--- config.mk ---
export PLATFORM = sky130hd
export DESIGN_NAME = gpio_irq_ctrl
export DESIGN_NICKNAME = d
export VERILOG_FILES = /design/src/rtl/gpio_irq_ctrl.sv
export SDC_FILE = /design/constraint.sdc
export NUM_CORES = 1
export LEC_CHECK = 0
export ABC_AREA = 1
export CAP_MARGIN = 20
export CORE_ASPECT_RATIO = 1.25
export CORE_MARGIN = 2
export CORE_UTILIZATION = 50
export CTS_BUF_LIST = sky130_fd_sc_hd__clkbuf_8
export DETAILED_ROUTE_END_ITERATION = 10
export GPL_ROUTABILITY_DRIVEN = 0
export HOLD_SLACK_MARGIN = 0.06
export MAX_ROUTING_LAYER = met4
export PLACE_DENSITY = 0.74
export SLEW_MARGIN = 5
export SYNTH_ARGS = -nofsm -noshare
export SYNTH_HDL_FRONTEND = slang
export SYNTH_SLANG_ARGS = --single-unit
--- constraint.sdc ---
create_clock -name clk -period 1.6 [get_ports clk]
set_clock_uncertainty 0.05 [all_clocks]
set_input_delay 0.32 -clock clk [delete_from_list [all_inputs] [get_ports clk]]
set_output_delay 0.32 -clock clk [all_outputs]
set_load 0.02 [all_outputs]
--- src/rtl/gpio_irq_ctrl.sv ---
module gpio_irq_ctrl #(
  parameter int NPINS = 32
) (
  input  logic             clk,
  input  logic             rst_n,
  input  logic             bus_sel,
  input  logic             bus_wr,
  input  logic [5:0]       bus_addr,
  input  logic [31:0]      bus_wdata,
  output logic [31:0]      bus_rdata,
  input  logic [NPINS-1:0] pin_in,
  output logic [NPINS-1:0] pin_out,
  output logic [NPINS-1:0] pin_oe,
  input  logic [NPINS-1:0] alt_out,
  input  logic [NPINS-1:0] alt_oe,
  output logic [NPINS-1:0] alt_in,
  output logic             irq
);
  localparam logic [3:0] A_BYP  = 4'h0, A_DIR  = 4'h1, A_OE   = 4'h2, A_OUT  = 4'h3,
                         A_IN   = 4'h4, A_MSK  = 4'h5, A_UNM  = 4'h6, A_SETM = 4'h7,
                         A_STAT = 4'h8, A_TYPE = 4'h9, A_POL  = 4'hA, A_ANY  = 4'hB;
  localparam logic [NPINS-1:0] ALL = '1;

  logic [NPINS-1:0] byp, dir, oe, outv, mask, itype, pol, anye, stat;
  logic [NPINS-1:0] s1, s2, s3, ev;
  logic [31:0]      rmux;

  wire [3:0]       idx     = bus_addr[5:2];
  wire             wr_en   = bus_sel & bus_wr;
  wire             rd_en   = bus_sel & ~bus_wr;
  wire             rd_stat = rd_en & (idx == A_STAT);
  wire [NPINS-1:0] wd      = bus_wdata[NPINS-1:0];

  assign pin_out = (outv & ~byp) | (alt_out & byp);
  assign pin_oe  = (oe & ~dir & ~byp) | (alt_oe & byp);
  assign alt_in  = pin_in;
  assign irq     = |(stat & ~mask);

  always_ff @(posedge clk) begin
    if (!rst_n) begin
      byp <= '0; dir <= ALL; oe <= '0; outv <= '0;
      mask <= ALL; itype <= '0; pol <= '0; anye <= '0;
    end else if (wr_en) begin
      case (idx)
        A_BYP:   byp   <= wd;
        A_DIR:   dir   <= wd;
        A_OE:    oe    <= wd;
        A_OUT:   outv  <= wd;
        A_UNM:   mask  <= mask & ~wd;
        A_SETM:  mask  <= mask | wd;
        A_TYPE:  itype <= wd;
        A_POL:   pol   <= wd;
        A_ANY:   anye  <= wd;
        default: ;
      endcase
    end
  end

  always_ff @(posedge clk) begin
    if (!rst_n) begin
      s1 <= '0; s2 <= '0; s3 <= '0;
    end else begin
      s1 <= pin_in; s2 <= s1; s3 <= s2;
    end
  end

  always_comb begin
    for (int i = 0; i < NPINS; i++) begin
      if (itype[i])
        ev[i] = pol[i] ? s2[i] : ~s2[i];
      else if (anye[i])
        ev[i] = s2[i] ^ s3[i];
      else
        ev[i] = pol[i] ? (s2[i] & ~s3[i]) : (~s2[i] & s3[i]);
    end
  end

  always_ff @(posedge clk) begin
    if (!rst_n) stat <= '0;
    else        stat <= rd_stat ? ev : (stat | ev);
  end

  always_comb begin
    case (idx)
      A_BYP:   rmux = 32'(byp);
      A_DIR:   rmux = 32'(dir);
      A_OE:    rmux = 32'(oe);
      A_OUT:   rmux = 32'(outv);
      A_IN:    rmux = 32'(s2);
      A_MSK:   rmux = 32'(mask);
      A_STAT:  rmux = 32'(stat);
      A_TYPE:  rmux = 32'(itype);
      A_POL:   rmux = 32'(pol);
      A_ANY:   rmux = 32'(anye);
      default: rmux = '0;
    endcase
  end

  always_ff @(posedge clk) begin
    if (!rst_n)     bus_rdata <= '0;
    else if (rd_en) bus_rdata <= rmux;
  end

  AST_UNMASK_STROBE: assert property (@(posedge clk) disable iff (!rst_n)
    (wr_en && idx == A_UNM) |=> (mask & $past(wd)) == '0);
  AST_MASK_STROBE: assert property (@(posedge clk) disable iff (!rst_n)
    (wr_en && idx == A_SETM) |=> (mask & $past(wd)) == $past(wd));
  AST_STATUS_STICKY: assert property (@(posedge clk) disable iff (!rst_n)
    !rd_stat |=> (($past(stat) & ~stat) == '0));
  AST_STATUS_READBACK: assert property (@(posedge clk) disable iff (!rst_n)
    rd_stat |=> bus_rdata == 32'($past(stat)));
  AST_UPPER_ZERO: assert property (@(posedge clk) disable iff (!rst_n)
    (64'(bus_rdata) >> NPINS) == 64'd0);
endmodule

==> results of run 1 <==
[what timing repair did]
action,CTS,global route
gates resized for setup,818,164
hold buffers,1,0
endpoints found under the setup margin,129,117
gates cloned,0,4
endpoints found under the hold margin,2,0
buffers inserted,32,13
pin swaps,43,47
[power by group through the flow]
stage	logic, W	registers, W	clock network (W)
after floorplan	0.00110	0.0110	0
after global placement	0.00244	0.0110	0
after detailed placement	0.00249	0.0110	0
after CTS	0.00249	0.0108	0.00883
after global routing	0.00280	0.0108	0.00929
final	0.00261	0.0108	0.00871
[cells by family (layout without fill, tap and decap cells)]
kind of cell | Yosys count | count (layout) | share of synthesized area
buffers and inverters | 629 | 1181 | 0.129
other | 0 | 1 | 0
AND/OR/NAND/NOR | 1077 | 1077 | 0.223
flip-flops | 416 | 416 | 0.415
AO/OA/AOI/OAI | 707 | 707 | 0.193
adder cells (fa/ha/maj) | 64 | 64 | 0.0399
[cell usage in the layout (no fill, tap or decap), types with 33 or more instances in the layout]
cell / Yosys / layout
sky130_fd_sc_hd__buf_4: 46 / 323
sky130_fd_sc_hd__dfxtp_2: 0 / 83
sky130_fd_sc_hd__buf_6: 0 / 63
sky130_fd_sc_hd__a21oi_1: 303 / 301
sky130_fd_sc_hd__o211ai_1: 41 / 41
sky130_fd_sc_hd__clkbuf_8: 0 / 81
sky130_fd_sc_hd__inv_2: 3 / 63
sky130_fd_sc_hd__nand3_1: 316 / 313
sky130_fd_sc_hd__clkdlybuf4s50_1: 0 / 133
sky130_fd_sc_hd__inv_1: 419 / 383
sky130_fd_sc_hd__nor2_1: 77 / 72
sky130_fd_sc_hd__o21ai_0: 270 / 238
sky130_fd_sc_hd__dfxtp_4: 0 / 33
sky130_fd_sc_hd__ha_1: 64 / 64
sky130_fd_sc_hd__buf_12: 0 / 45
sky130_fd_sc_hd__dfxtp_1: 416 / 300
sky130_fd_sc_hd__buf_2: 42 / 33
sky130_fd_sc_hd__nand2_1: 675 / 645
[critical path, cell delays in order (launching register included)]
cell                       delay, ns
sky130_fd_sc_hd__dfxtp_1        0.35
sky130_fd_sc_hd__o22ai_2        0.11
sky130_fd_sc_hd__nor2_1         0.11
sky130_fd_sc_hd__o211ai_1       0.20
sky130_fd_sc_hd__nor2_1         0.17
sky130_fd_sc_hd__nand2_2        0.10
sky130_fd_sc_hd__buf_6          0.14
[path summary, 6_finish.rpt]
check | from | endpoint | slack (ns) | cells after the start
max reg2reg | s2[21] | stat[21] | 0.21 | 5
min | pin_in[8] | s1[8] | 0.21 | 3
min reg2reg | s1[16] | s2[16] | 0.35 | 2
max | flop | irq | -0.57 | 6
[metrics by stage]
stage	TNS (ns)	power (W)	setup WS, ns	hold WS, ns
2_1_floorplan	0	0.0121	0.154	0.340
3_3_place_gp	-154.04	0.0134	-0.530	0.346
3_5_place_dp	-162.61	0.0135	-0.592	0.351
4_1_cts	-9.00	0.0221	-0.645	0.194
5_1_grt	-9.71	0.0229	-0.641	0.219
6_report	-7.44	0.0221	-0.575	0.214
[metal layers]
| metal | share of wire | wire, µm | up-vias |
|---|---|---|---|
| met5 | 0 | 0 | - |
| met1 | 0.38 | 26300 | 10132 |
| met3 | 0.090 | 6270 | 266 |
| li1 | - | - | 10416 |
| met4 | 0.056 | 3880 | 0 |
| met2 | 0.48 | 33300 | 1181 |
[layout make-up]
type,instances,area (µm²),area share
multi-input combinational,1848,9860,0.354
sequential,416,8560,0.307
timing repair buffer,636,5950,0.213
inverter,432,1630,0.0584
clock buffer,80,1100,0.0395
tap,504,631,0.0226
clock inverter,33,140,0.00503
antenna,1,2.50,0.0000898
==> out/results.txt, run 1 <==
The global-route met1 utilization came out at 0.384. The share of synthesized flip-flops with an asynchronous set or reset was 0; the sequential cell fraction of total power was 0.487. At the later pin of the worst-skew pair, clock insertion delay measures 0.62 ns. The y dimension of the die is 228 µm.

After synthesis the cells add up to 0.0201 mm². The worst setup path is launched from a flop. Once detail routing completed, the nets flagged for antenna violations numbered 0. In this run the static leakage power is 12.7 nW. Of all nets on the critical path, the largest fanout is 2. Counting every instance in the synthesized netlist gives 2893. The number of clock buffers inserted by TritonCTS was 67.

The hold violation total from the final report is 0. The final layout contains 3603 nets. For this design the ratio of total power to cell area is 792 mW/mm². The logs give 0.328 for the aggregate global-route resource usage and 1 for the number of antenna violations at the first check in global routing. For the worst setup path, the data required time is 1.23 ns. Setup repair after global routing could not meet its margin everywhere. The most numerous cell in the Yosys netlist was sky130_fd_sc_hd__nand2_1. The portion of synthesized cell area occupied by the leading cell type was 0.415; the count of filler cells inserted in the layout was 3189.

For the smallest setup slack after layout, the log shows -0.575 ns. The run finished, with violations left. During synthesis, Yosys emitted a total of 0 warnings. The global routing met2 resource utilization came out at 0.541. Using the TritonRoute via totals, the vias-per-cell ratio works out to 5.57. The analysis attributes to net switching a power of 0.00586 W. Across the run, the number of max-cap violations was 0. The worst setup path is captured at an output port.

The growth of design area from synthesis to finish came out at 38.8%. The post-layout utilization of the core is 0.700. The logs give 3 for the buffer levels on the longest clock path and 267 for the number of primary I/O pins. The final reports fail on setup timing. For the HPWL after detailed placement, the log shows 46.5 mm. The via count of the first global-routing pass was 21.3k; the final cycle utilization of the critical path was 1.36. In the routed design, unresolved DRC markers number 0.

The routed wire length per instance is 17.6 µm. For this run, the detailed router's first-pass iteration total came to 8. The clock group share of total power was 0.395; the total via count after detailed routing was 22.0k. The finished layout holds 3950 standard cells, fillers aside. The critical path is of the reg2out type.

The met3 layer usage reported by global route is 0.0504, and the count of distinct cell types in the synthesized netlist is 23. By count the netlist is led by sky130_fd_sc_hd__nand2_1, sky130_fd_sc_hd__inv_1, sky130_fd_sc_hd__dfxtp_1. The first global-routing pass estimated 108 mm of wire. The cell type with the largest total area after synthesis is sky130_fd_sc_hd__dfxtp_1. The logs give 0.541 mV for the maximum resistive drop on vdd and 0.118 for the fraction of power consumed by combinational cells. The run gives 0.701 as the worst slew margin relative to its limit. The number of enable-type register cells in the synthesized netlist came out at 0. Timing would allow up to 460 MHz.

Setup violations remaining at the end of the flow were counted as 65. The synthesized area per cell is 6.94 µm². The clock input transition at the sequential cells of the worst setup and hold paths came out at 0.06 ns.

Internal power comes to 0.0162 W. TritonCTS built the clock tree. For this block, the initial DRC count from the detailed router was 2084. Area enclosed by the die boundary: 0.0418 mm².

The synthesized design contains 416 register bits. The row count came out at 82. After global routing, the most crowded layer is met2. Among all flip-flop cells after synthesis, the most frequent one is sky130_fd_sc_hd__dfxtp_1. The number of placed instances, taps included, is 3788.

The tools report the wire length reported by the detailed router as 69.7 mm. The die is 183 µm wide. For the clock sink count, the log shows 416. The total area inside the core boundary comes to 0.0398 mm². The fraction of layout instances using a drive strength above 1 was 0.247; the switching share of power was 0.265. The count of H-tree levels built during CTS is 3, and the final critical-path required period is 2.17 ns.

Summed over all layers, the global routing overflow is 0. The cell sitting at the root of the clock tree is a sky130_fd_sc_hd__clkbuf_8. The placed cell area is 0.0254 mm².

Sorting the synthesized cells by area gives the leading types as sky130_fd_sc_hd__dfxtp_1, sky130_fd_sc_hd__nand2_1, sky130_fd_sc_hd__nand3_1. The share of synthesized area occupied by flip-flops and latches is 0.415, and the starting utilization of the core area is 0.504. The finished cells cover 0.0279 mm². The type of the most critical hold path was in2reg. For the pin with the worst max-slew slack, the measured transition is 0.449 ns. At the worst endpoint, the arrival time is 1.80 ns.

Counting every net in the synthesized netlist gives 3095. The run gives 0 as the count of pins over their slew limit. During placement, the flow inserted port buffers numbering 264. The run gives 102 as the maximum number of pins on one net before global-route repair.
(Power assumes the default switching activity.)
==> inputs of run 2 (changes only) <==
Settings changed: GPL_ROUTABILITY_DRIVEN 0 to default, TNS_END_PERCENT from default to 100.
==> out/results.txt, run 2 (same netlist as run 1, synthesis figures left out) <==
The checks that failed: setup timing. The logs give 0.328 for the aggregate global-route resource usage and 70.3 mm for the wire length reported by the detailed router. Along the worst path, the maximum fanout reaches 2. The tools report the launching element type of the critical path as a flop. For the worst setup path, the data arrival time is 1.84 ns. In this run, CTS created clock tree buffers numbering 69. The y dimension of the die was 228 µm.

The logs give 0.946 for the last weighted congestion value of the routability-driven placer and 1.23 ns for the worst endpoint required time. The tools report the total via count after detailed routing as 21.9k. The total of max-cap violations came out at 0.

The initialized floorplan defines 82 standard-cell rows. The number of placed instances, taps included is 3775, and the width of the die is 183 µm. The wire-length estimate of the detail-placed layout is 46.1 mm.

The final critical-path required period came out at 2.21 ns. Relative to the synthesized area, the layout overhead comes to 39.8%. Static timing analysis puts the maximum clock frequency at 453 MHz.

Hold is met by 0.148 ns. The clock net in this run drives a total of 416 sinks. Dividing total power by cell area gives a power density of 811 mW/mm². Dividing the detail-routed wire length by the instance count gives 17.8 µm. Entering global routing, the biggest net connects 79 pins. The pre-CTS setup slack is -0.629 ns. After detailed routing, the number of remaining DRC violations is 0. STA classifies the critical path endpoint as an output port. The count of pins over their slew limit came out at 0. The total area inside the core boundary comes to 0.0398 mm². Clock insertion delay at the later pin of the skew report: 0.63 ns. Across all register-to-register paths, the minimum setup slack is 0.17 ns. CTS built an H-tree with a depth of 3.

The starting utilization of the core area is 0.504, and the count of nets after finishing is 3594. The worst flop-to-flop path startpoint is s2[9]. The worst register-to-register path ends at stat[9]. 267 I/O pins were placed. Once layout is complete, the cells apart from fillers number 3938. The initial detailed-routing violation count is 1871. Setup repair after global routing could not meet its margin everywhere. For this run, the detailed router's first-pass iteration total came to 6.

Start point of the worst hold path: rst_n. The fraction of layout instances using a drive strength above 1 was 0.249; the area enclosed by the die boundary was 0.0418 mm². Leaving out fill and tap cells, the most frequent cells in the layout are sky130_fd_sc_hd__nand2_1, sky130_fd_sc_hd__inv_1, sky130_fd_sc_hd__nand3_1, sky130_fd_sc_hd__buf_4, sky130_fd_sc_hd__a21oi_1.

The remaining antenna violation count is 0, and the hold-critical path depth is 4. The total overflow left after global routing is 0. The hold violation total from the final report was 0. The clock input transition at the sequential cells of the worst setup and hold paths is 0.06 ns, and the number of failing setup endpoints in the final timing report is 65. The number of buffers inserted by port buffering is 264.

In this run the worst hold path is classified as in2reg. The most common cell after layout, fill and taps aside was sky130_fd_sc_hd__nand2_1. TritonCTS built the clock tree.

The tree is rooted in a sky130_fd_sc_hd__clkbuf_8. The final cycle utilization of the critical path came out at 1.38. The depth of the worst register-to-register path is 5.

The measured slew at the worst slew-check pin was 0.408 ns. The run gives 21.0k as the via count of the first global-routing pass. The clock passes through at most 3 buffers.

For the global-route wire length before repair, the log shows 107 mm. The run finished, with violations left. Maximum resistive drop on vdd: 0.530 mV. For hold timing, the worst endpoint is s2[12]. The smallest setup slack after layout came out at -0.605 ns. The run gives 12.8 nW as the total leakage power. The tools report the worst slew margin relative to its limit as 0.726.

The number of antenna violations at the first check in global routing came out at 1. The critical path is of the reg2out type. The detail-routed via count per cell works out to 5.55.
## run 2: changes by cell type in the layout (fill, tap and decap cells not counted), sizes merged
cell	change
buf	-11
clkinvlp	-2
dlymetal6s2s	+2
dlygate4sd3	-1
bufinv	+1
clkbuf	+9
inv	-5
clkinv	-3
clkdlybuf4s50	-2
## run 2: per-layer routing
metal,GRT usage,vias up,part of all wire
met1,0.377,10046,0.37
met3,0.0535,252,0.092
met4,0.175,0,0.051
li1,-,10384,-
met2,0.546,1190,0.48
met5,-,-,0
## run 2: how the worst max path moves through the flow
stage          slack [ns]        start             to  depth (start not counted)
4_1_cts             -0.65     stat[17]            irq                          7
2_1_floorplan        0.15       bus_wr        dir[10]                          6
3_5_place_dp        -0.63  bus_addr[2]  bus_rdata[13]                         12
6_report            -0.61     stat[17]            irq                          7
3_3_place_gp        -0.60  bus_addr[2]  bus_rdata[16]                         12
5_1_grt             -0.66     stat[17]            irq                          7
## run 2: timing repair
| item | CTS | global route |
|---|---|---|
| hold buffers | 0 | 0 |
| setup endpoints to repair | 129 | 118 |
| buffers inserted | 32 | 13 |
| resized for setup | 844 | 154 |
| pin swaps | 50 | 47 |
| gates cloned | 0 | 5 |
## run 2: layout make-up
cell class,instances,area (µm²)
Tap cell,504,631
Fill cell,3148,11800
Sequential cell,416,8560
Timing Repair Buffer,625,6020
Multi-Input combinational cell,1848,9880
Clock inverter,24,134
Inverter,432,1620
Clock buffer,88,1210
Antenna cell,1,2.50
## run 2: critical path: stages, from the launching register on
cell and delay, ns:
sky130_fd_sc_hd__dfxtp_2 0.33, sky130_fd_sc_hd__inv_2 0.07, sky130_fd_sc_hd__o22ai_4 0.08, sky130_fd_sc_hd__nor2_2 0.09
sky130_fd_sc_hd__o211ai_1 0.19, sky130_fd_sc_hd__nor2_1 0.19, sky130_fd_sc_hd__nand2_2 0.10, sky130_fd_sc_hd__buf_6 0.14
## run 2: report_power, final
group          total (W)  leakage, nW  switching, W  internal (W)
sequential        0.0108         3.43      0.000202        0.0106
combinational    0.00265         8.57       0.00147       0.00117
clock            0.00934        0.758       0.00428       0.00506
total             0.0228         12.8       0.00596        0.0168
## run 2: stage by stage
stage               TNS (ns)  power [W]   util  instance area, µm²
floorplan                  0     0.0121      -               20100
global placement     -166.09     0.0135  0.638               25400
detailed placement   -173.83     0.0135  0.638               25400
CTS                    -9.90     0.0227  0.684               27200
global route          -11.11     0.0235  0.705               28100
finish                 -8.41     0.0228  0.705               28100
